[config.mk]
export PLATFORM = sky130hd
export DESIGN_NAME = rtu_xfer_unit
export DESIGN_NICKNAME = d
export VERILOG_FILES = /design/src/rtl/rtu_pkg.sv /design/src/rtl/rtu_decode.sv /design/src/rtl/rtu_shape.sv /design/src/rtl/rtu_flags.sv /design/src/rtl/rtu_xfer_unit.sv
export SDC_FILE = /design/constraint.sdc
export NUM_CORES = 1
export LEC_CHECK = 0
export ABC_AREA = 1
export BUFFER_PORTS_ARGS = -buffer_cell sky130_fd_sc_hd__buf_2
export CORE_MARGIN = 1
export CORE_UTILIZATION = 55
export DETAILED_ROUTE_END_ITERATION = 6
export PLACE_DENSITY = 0.87
export SLEW_MARGIN = 5
export SYNTH_ARGS = -nofsm -noshare
export SYNTH_HDL_FRONTEND = slang
export SYNTH_SLANG_ARGS = --single-unit
[constraint.sdc]
create_clock -name clk -period 6.48 [get_ports clk]
set_clock_uncertainty 0.15 [all_clocks]
set_input_delay 0.324 -clock clk [delete_from_list [all_inputs] [get_ports clk]]
set_output_delay 0.324 -clock clk [all_outputs]
set_load 0.01 [all_outputs]
[src/rtl/rtu_pkg.sv]
package rtu_pkg;

  typedef enum logic [2:0] {
    RID_A    = 3'd0,
    RID_X    = 3'd1,
    RID_Y    = 3'd2,
    RID_S    = 3'd3,
    RID_D    = 3'd4,
    RID_NONE = 3'd5
  } reg_id_e;

  localparam int NUM_REGS = 5;

  typedef enum logic [3:0] {
    OP_A2X = 4'd0,
    OP_A2Y = 4'd1,
    OP_X2A = 4'd2,
    OP_Y2A = 4'd3,
    OP_X2Y = 4'd4,
    OP_Y2X = 4'd5,
    OP_X2S = 4'd6,
    OP_S2X = 4'd7,
    OP_A2S = 4'd8,
    OP_S2A = 4'd9,
    OP_A2D = 4'd10,
    OP_D2A = 4'd11
  } op_e;

  typedef struct packed {
    reg_id_e src;
    reg_id_e dest;
    logic    fixed16;
  } ctl_t;

endpackage

[src/rtl/rtu_decode.sv]
module rtu_decode
  import rtu_pkg::*;
(
  input  logic [3:0] op,
  output ctl_t       ctl
);

  always_comb begin
    ctl.src     = RID_A;
    ctl.dest    = RID_NONE;
    ctl.fixed16 = 1'b0;
    case (op)
      OP_A2X: begin ctl.src = RID_A; ctl.dest = RID_X; end
      OP_A2Y: begin ctl.src = RID_A; ctl.dest = RID_Y; end
      OP_X2A: begin ctl.src = RID_X; ctl.dest = RID_A; end
      OP_Y2A: begin ctl.src = RID_Y; ctl.dest = RID_A; end
      OP_X2Y: begin ctl.src = RID_X; ctl.dest = RID_Y; end
      OP_Y2X: begin ctl.src = RID_Y; ctl.dest = RID_X; end
      OP_X2S: begin ctl.src = RID_X; ctl.dest = RID_S; end
      OP_S2X: begin ctl.src = RID_S; ctl.dest = RID_X; end
      OP_A2S: begin ctl.src = RID_A; ctl.dest = RID_S; ctl.fixed16 = 1'b1; end
      OP_S2A: begin ctl.src = RID_S; ctl.dest = RID_A; ctl.fixed16 = 1'b1; end
      OP_A2D: begin ctl.src = RID_A; ctl.dest = RID_D; ctl.fixed16 = 1'b1; end
      OP_D2A: begin ctl.src = RID_D; ctl.dest = RID_A; ctl.fixed16 = 1'b1; end
      default: begin ctl.src = RID_A; ctl.dest = RID_NONE; end
    endcase
  end

endmodule

[src/rtl/rtu_shape.sv]
module rtu_shape
  import rtu_pkg::*;
#(
  parameter int                BYTE_W   = 8,
  parameter logic [BYTE_W-1:0] EMU_PAGE = 8'h01,
  localparam int               WORD_W   = 2 * BYTE_W
) (
  input  reg_id_e           dest,
  input  logic              fixed16,
  input  logic [WORD_W-1:0] src_val,
  input  logic [WORD_W-1:0] acc_old,
  input  logic              acc8,
  input  logic              idx8,
  input  logic              emu,
  output logic [WORD_W-1:0] result,
  output logic              wide
);

  logic [BYTE_W-1:0] src_lo;
  assign src_lo = src_val[BYTE_W-1:0];

  always_comb begin
    result = src_val;
    wide   = 1'b1;
    case (dest)
      RID_A: begin
        if (acc8 && !fixed16) begin
          result = {acc_old[WORD_W-1:BYTE_W], src_lo};
          wide   = 1'b0;
        end
      end
      RID_X, RID_Y: begin
        if (idx8) begin
          result = {{BYTE_W{1'b0}}, src_lo};
          wide   = 1'b0;
        end
      end
      RID_S: begin
        if (emu) result = {EMU_PAGE, src_lo};
      end
      default: begin
        result = src_val;
      end
    endcase
  end

endmodule

[src/rtl/rtu_flags.sv]
module rtu_flags #(
  parameter int  BYTE_W = 8,
  localparam int WORD_W = 2 * BYTE_W
) (
  input  logic [WORD_W-1:0] value,
  input  logic              wide,
  output logic              neg,
  output logic              zero
);

  always_comb begin
    if (wide) begin
      neg  = value[WORD_W-1];
      zero = (value == '0);
    end else begin
      neg  = value[BYTE_W-1];
      zero = (value[BYTE_W-1:0] == '0);
    end
  end

endmodule

[src/rtl/rtu_xfer_unit.sv]
module rtu_xfer_unit
  import rtu_pkg::*;
#(
  parameter int                BYTE_W   = 8,
  parameter logic [BYTE_W-1:0] EMU_PAGE = 8'h01,
  localparam int               WORD_W   = 2 * BYTE_W
) (
  input  logic              clk,
  input  logic              rst_n,
  input  logic              in_valid,
  output logic              in_ready,
  input  logic [3:0]        in_op,
  input  logic [WORD_W-1:0] in_a,
  input  logic [WORD_W-1:0] in_x,
  input  logic [WORD_W-1:0] in_y,
  input  logic [WORD_W-1:0] in_s,
  input  logic [WORD_W-1:0] in_d,
  input  logic              in_acc8,
  input  logic              in_idx8,
  input  logic              in_emu,
  output logic              out_valid,
  input  logic              out_ready,
  output logic [WORD_W-1:0] a_q,
  output logic [WORD_W-1:0] x_q,
  output logic [WORD_W-1:0] y_q,
  output logic [WORD_W-1:0] s_q,
  output logic [WORD_W-1:0] d_q,
  output logic              n_q,
  output logic              z_q
);

  ctl_t              ctl;
  logic [WORD_W-1:0] cur   [NUM_REGS];
  logic [WORD_W-1:0] reg_q [NUM_REGS];
  logic [WORD_W-1:0] src_val;
  logic [WORD_W-1:0] result;
  logic              wide;
  logic              neg;
  logic              zero;
  logic              accept;
  logic              flag_wr;

  assign cur[RID_A] = in_a;
  assign cur[RID_X] = in_x;
  assign cur[RID_Y] = in_y;
  assign cur[RID_S] = in_s;
  assign cur[RID_D] = in_d;

  assign in_ready = !out_valid || out_ready;
  assign accept   = in_valid && in_ready;

  rtu_decode u_dec (
    .op  (in_op),
    .ctl (ctl)
  );

  assign src_val = cur[ctl.src];

  rtu_shape #(.BYTE_W(BYTE_W), .EMU_PAGE(EMU_PAGE)) u_shape (
    .dest    (ctl.dest),
    .fixed16 (ctl.fixed16),
    .src_val (src_val),
    .acc_old (in_a),
    .acc8    (in_acc8),
    .idx8    (in_idx8),
    .emu     (in_emu),
    .result  (result),
    .wide    (wide)
  );

  rtu_flags #(.BYTE_W(BYTE_W)) u_flags (
    .value (result),
    .wide  (wide),
    .neg   (neg),
    .zero  (zero)
  );

  for (genvar i = 0; i < NUM_REGS; i++) begin : g_bank
    localparam logic [WORD_W-1:0] RST_VAL =
      (i == int'(RID_S)) ? {EMU_PAGE, {BYTE_W{1'b0}}} : '0;
    always_ff @(posedge clk) begin
      if (!rst_n) begin
        reg_q[i] <= RST_VAL;
      end else if (accept) begin
        reg_q[i] <= (ctl.dest == reg_id_e'(i)) ? result : cur[i];
      end
    end
  end

  assign flag_wr = accept && (ctl.dest != RID_S) && (ctl.dest != RID_NONE);

  always_ff @(posedge clk) begin
    if (!rst_n) begin
      n_q       <= 1'b0;
      z_q       <= 1'b0;
      out_valid <= 1'b0;
    end else begin
      if (flag_wr) begin
        n_q <= neg;
        z_q <= zero;
      end
      if (accept)         out_valid <= 1'b1;
      else if (out_ready) out_valid <= 1'b0;
    end
  end

  assign a_q = reg_q[RID_A];
  assign x_q = reg_q[RID_X];
  assign y_q = reg_q[RID_Y];
  assign s_q = reg_q[RID_S];
  assign d_q = reg_q[RID_D];

endmodule

* Word level (Yosys, flattened, before mapping)
Memory sizes are Yosys's and may differ from the RTL's. Cells that the tools add are included.
Operators by class: bitwise logic cells 6, equal/unequal tests 17, $lt $le $gt $ge 1, multiplexer cells 30, reduce and logical (&&, ||, !) cells 14
Operators by type and width (number):
- $mux W16 | 15
- $pmux W6 S12 | 1
- $bmux W16 S3 | 1
- $pmux W16 S3 | 1
- $eq A4 B3 Y1 const B | 4
- $eq A4 B4 Y1 const B | 4
- $logic_not A16 Y1 | 1
- $mux W1 | 11
- $eq A4 B2 Y1 const B | 2
- $logic_not A8 Y1 | 1
- $eq A3 B2 Y1 const B | 2
- $or A1 B1 Y1 | 5
- $eq A4 B1 Y1 const B | 1
- $ge A4 B4 Y1 const B | 1
- $logic_and A1 B1 Y1 | 4
- $logic_not A4 Y1 | 1
- $not A3 Y4 | 1
- $reduce_or A4 Y1 | 1
- $eq A3 B1 Y1 const B | 1
- $eq A3 B3 Y1 const B | 1
- $logic_not A3 Y1 | 1
- $ne A3 B2 Y1 const B | 1
- $ne A3 B3 Y1 const B | 1
- $logic_not A1 Y1 | 2
- other kinds (4) | 4
Storage, ports and cells: bits in writable memories 80, memories kept 1, output and inout bits 84, bits in registers 3, word-level logic and storage cells 72, bits of input ports 91
Memories:
- reg_q | depth 5, bits a word 16, rd ports 5, clocked after memory_dff 0, wr ports 5, RTL line rtu_xfer_unit.sv:34 | logic [WORD_W-1:0] reg_q [NUM_REGS];

* Depth between registers and ports, before layout
depth after elaboration 10, gate-level depth with buffers 18, depth with buffers taken out 17

* By module
A second synthesis with hierarchy kept.
Unflattened totals: cell total of the unflattened synthesis 649, area, all modules 5081.1 sq um
By module, submodules not included:
- rtu_xfer_unit | area an instance 4496.8 sq um, times used 1, seq. area each 2462.4 sq um, cells each 524
- rtu_shape | area an instance 367.9 sq um, times used 1, seq. area each 0.0 sq um, cells each 76
- rtu_decode | area an instance 143.9 sq um, times used 1, seq. area each 0.0 sq um, cells each 31
- rtu_flags | area an instance 72.6 sq um, times used 1, seq. area each 0.0 sq um, cells each 18

* Worst setup path before layout
Ideal clock, no wire load.
path kind input -> register, start point input port out_ready, end point memory reg_q[0][0] in the netlist's numbering, enable pin, stages 4, arrival time 2309 ps, slack 3581 ps, buffers on the path 0, data required time 5889 ps, library setup time 441 ps, cells stage by stage inv_1 > nand2_1 > nand2_1 > nand2_1
RTL lines:
- from (decl) | RTL line rtu_xfer_unit.sv:22 | input logic out_ready,
- to (decl) | RTL line rtu_xfer_unit.sv:34

* Final worst setup path
start point input port in_op[2], end point register z_q
On the way: word-level cells in the longest chain between the ends 10, elaborated cells on any way between the ends 39, classes of those cells eq/ne (16); mux (12); bitwise (1); reduce/logical (10)
RTL lines:
- from (decl) | RTL line rtu_xfer_unit.sv:12 | input logic [3:0] in_op,
- $eq A4 B4 Y1 (tied with other cells) | RTL line rtu_decode.sv:12 | case (op)
- $pmux W6 S12 | RTL line rtu_decode.sv:12
- $not A3 Y4 (not written as such) | RTL line rtu_xfer_unit.sv:57 | assign src_val = cur[ctl.src];
- $bmux W16 S3 | RTL line rtu_xfer_unit.sv:57
- $mux W16 (not written as such) (2 in series) | RTL line rtu_xfer_unit.sv:57
- $mux W16, on equally long branches | RTL line rtu_shape.sv:39, rtu_shape.sv:27, rtu_shape.sv:33
- $pmux W16 S3 | RTL line rtu_shape.sv:25 | case (dest)
- $logic_not A16 Y1 or $logic_not A8 Y1 (tied branches) | RTL line rtu_flags.sv:14, rtu_flags.sv:17
- $mux W1 | RTL line rtu_flags.sv:12 | if (wide) begin
- to (signal assigned) | RTL line rtu_xfer_unit.sv:100 | z_q <= zero;
- to (decl) | RTL line rtu_xfer_unit.sv:29 | output logic z_q
Parallel ways exist; a longest one is shown, timed or not. The select of a mux whose other input is x is not followed. A chain may end at the register's enable or synchronous reset.

==> impl_results.md <==
- Final cycle utilization of the critical path: 43.54%
- Fin area: 0.006157 sq mm
- 1st-pass router iterations: 7
- Number of pins with negative max-slew slack in the final report: 0
- Area share of the largest cell type after synthesis: 47.65%
- Yosys cell types: 30
- Combinational share of power: 23.3%
- Total of fill cells in the finished design: 717
- Final antenna diode count: 0
- Synthesized flop and latch total: 83
- Violated checks: design-rule violations
- Root Buffer Master: sky130_fd_sc_hd__clkbuf_8
- Hold path start: out_ready
- Vias in the first global route: 4809
- Fin Setup TNS: 0 ns
- Placement row count: 34
- Area of the mapped netlist: 0.005041 sq mm
- Via count: 5212
- Area growth syn-to-layout: 22.14%
- Portion of total power attributed to the clock network: 30.1%
- Number of top-level design ports: 175
- Ranking of synthesized cells by area: sky130_fd_sc_hd__edfxtp_1, sky130_fd_sc_hd__o21ai_0, sky130_fd_sc_hd__inv_1
- Run status: complete, but fails checks
- CTS Buf Count: 9
- Kind of cell adding the most delay to the critical path: simple AND/OR/NAND/NOR gates
- Number of buffers and inverters on the critical path: 3
- Standard cell area after detailed placement: 0.005939 sq mm
- CP Class: primary input to flip-flop
- Post-synthesis net count: 724
- Static leakage: 3.312 nW
- X dimension of the die: 97.74 um
- Cell Int Power: 962.0 uW
- Die H: 97.74 um
- Starting Density: 57.25%
- WL/cell: 16.68 um
- Gate count after technology mapping: 633
- Final Setup Violations: 0
- Share of the yosys chip area belonging to registers: 48.85%
- Worst min-delay path category: primary input to flip-flop
- H-tree lvl count: 3
- Worst flop-to-flop path startpoint: out_valid$_SDFFE_PN0P_
- RSZ-0062 raised after global routing: no
- Fraction of power consumed by sequential logic: 46.6%
- Switching power of the nets: 436.2 uW
- Average vias per placed instance: 5.753
- Final total power: 1.398 mW
- Clock tree from TritonCTS: built
- Critical-path cell list: buf_2 > inv_2 > nand2_4 > nor2_4 > nor2_2 > nand2_1 > nor2_2 > buf_4 > nand2_1 > nand3_4 > a21oi_1 > nand2_1 > nor2_1 > nand3_1 > nand2_1 > nand2_1 > a21oi_2
- Req. time, crit path: 6.64 ns
- Most frequent cell on the critical path: sky130_fd_sc_hd__nand2_1
- Area of the core: 0.008806 sq mm
- Clock sinks: 83
- Fin. Hold Viols: 0
- Area enclosed by the die boundary: 0.009552 sq mm
- Synth Flop Type: sky130_fd_sc_hd__edfxtp_1
- Hpwl dp: 10720 um
- Proportion of layout cells with a drive suffix above 1: 28.82%
- Max-cap violations: 0
- Most instantiated library cell after synthesis: sky130_fd_sc_hd__inv_1
- Post-cts gate resize count: 0
- Number of enable flip-flop cells after synthesis: 80
- PwrDens: 227.1 mW/mm^2
- Nets: 884
- Iter 0 DRT Violations: 492
- Worst Max-Slew Pin Slew: 1.083 ns
- First-pass GRT wire length: 23750 um
- Peak Freq: 354.4 MHz
- Drc violations: 22
- Crit-path max FO: 29
- Overflow left after global routing: 0
- Number of warnings issued by yosys: 0
- Total of hold buffers inserted after clock tree synthesis: 0
- Wire length reported by the detailed router: 15110 um
- Shortest period the worst path allows: 2.822 ns
- FFs w/ async S/R, synth: 0%
- Initial antenna violation count: 0
- VDD IR-drop max: 107.1 uV
- Relative slew margins: 27.78%
- Number of post-CTS setup repair buffers: 0
- Routability congestion estimate: 0.8899
- Number of buffers between clock root and the deepest sink: 2
- Antenna-violating nets left: 0
- Worst setup startpoint: in_op[2]
- Maximum number of pins on one net before global-route repair: 81
- Total global routing track utilization: 31.99%
- Switching Fraction: 31.20%
- Arrival time worst endpoint: 2.98 ns
- Critical Path Sink Type: flip-flop
- IO buf count: 174
- Critical Path Start Type: primary input
- Largest stage delay on the critical path: 0.43 ns
- Top cell type by total area after synthesis: sky130_fd_sc_hd__edfxtp_1
- Cell at the slowest stage of the critical path: sky130_fd_sc_hd__nor2_4
- Top cells by count, synth: sky130_fd_sc_hd__inv_1, sky130_fd_sc_hd__o21ai_0, sky130_fd_sc_hd__nand2_1
- Clk Latency, worst-skew pair: 0.36 ns
- Worst-path clk slew: 0.09 ns
- Mean Syn Cell Area: 7.964 sq um
-- state kept, by name (all words and copies together) (netlist names) --
| signal | count |
|---|---|
| n_q | 1 |
| out_valid | 1 |
| reg_q | 80 |
| z_q | 1 |
-- kinds of logic after synthesis --
kind of cell	after synthesis	share of synthesized area, %
AND/OR/NAND/NOR	221	20.25
buffers and inverters	145	11.52
AO/OA/AOI/OAI	184	19.38
flip-flops	83	48.85
-- stage by stage --
stage / hold slack [ns] / cells / utilization (%) / worst slack (ns)
2_1_floorplan: 0.3194 / 633 / - / 3.581
4_1_cts: 0.1041 / 906 / 69.92 / 3.758
6_report: 0.1069 / 906 / 69.92 / 3.658
5_1_grt: 0.1319 / 906 / 69.92 / 3.460
3_3_place_gp: 0.3247 / 890 / 67.45 / 3.468
3_5_place_dp: 0.3396 / 890 / 67.45 / 3.339
-- routing by layer --
metal,global-route usage (%),vias to the layer above,share of wire [%]
met5,0,-,0
met1,40.69,2374,38
met3,6.729,61,11
met4,16.55,0,4.1
met2,51.83,354,47
li1,-,2423,-
-- power groups by stage --
| stage | Sequential, mW | Combinational [mW] | Clock [mW] |
|---|---|---|---|
| after floorplan | 0.689 | 0.169 | 0 |
| after global placement | 0.661 | 0.309 | 0 |
| after detailed placement | 0.663 | 0.317 | 0 |
| after CTS | 0.651 | 0.319 | 0.422 |
| after global routing | 0.655 | 0.354 | 0.445 |
| final | 0.651 | 0.326 | 0.421 |
-- worst paths after layout --
check / to / slack [ns] / cells past startpoint
setup / recovery: z_q$_SDFFE_PN0P_ / 3.66 / 17
hold / removal: out_valid$_SDFFE_PN0P_ / 0.11 / 4
setup reg to reg: reg_q[0][5]$_SDFFCE_PN0P_ / 4.24 / 8
hold reg to reg: z_q$_SDFFE_PN0P_ / 0.36 / 2
-- cell usage in the layout, fill, tap and decap left out, types with 10 or more instances in the layout --
cell                       instances
sky130_fd_sc_hd__a21oi_1          62
sky130_fd_sc_hd__buf_2           174
sky130_fd_sc_hd__edfxtp_1         80
sky130_fd_sc_hd__inv_1           107
sky130_fd_sc_hd__nand2_1          85
sky130_fd_sc_hd__nand3_1          27
sky130_fd_sc_hd__nor2_1           73
sky130_fd_sc_hd__o211ai_1         14
sky130_fd_sc_hd__o21ai_0          92
sky130_fd_sc_hd__o21ai_1          10
-- worst min-delay path: stages --
cell,delay (ns)
sky130_fd_sc_hd__buf_2,0.08
sky130_fd_sc_hd__inv_1,0.03
sky130_fd_sc_hd__nand2_1,0.08
sky130_fd_sc_hd__a21oi_1,0.07
-- layout make-up --
type	instances	area (sq um)	share of cell area [%]
well taps	108	135.1	2.195
flip-flops and latches	83	2462	39.99
clock inverters	6	90.09	1.463
repair buffers	176	885.9	14.39
inverters	118	445.4	7.234
clock buffers	10	127.6	2.073
multi-input cells	405	2011	32.66
Note: power is estimated with default switching activity, not from simulation.
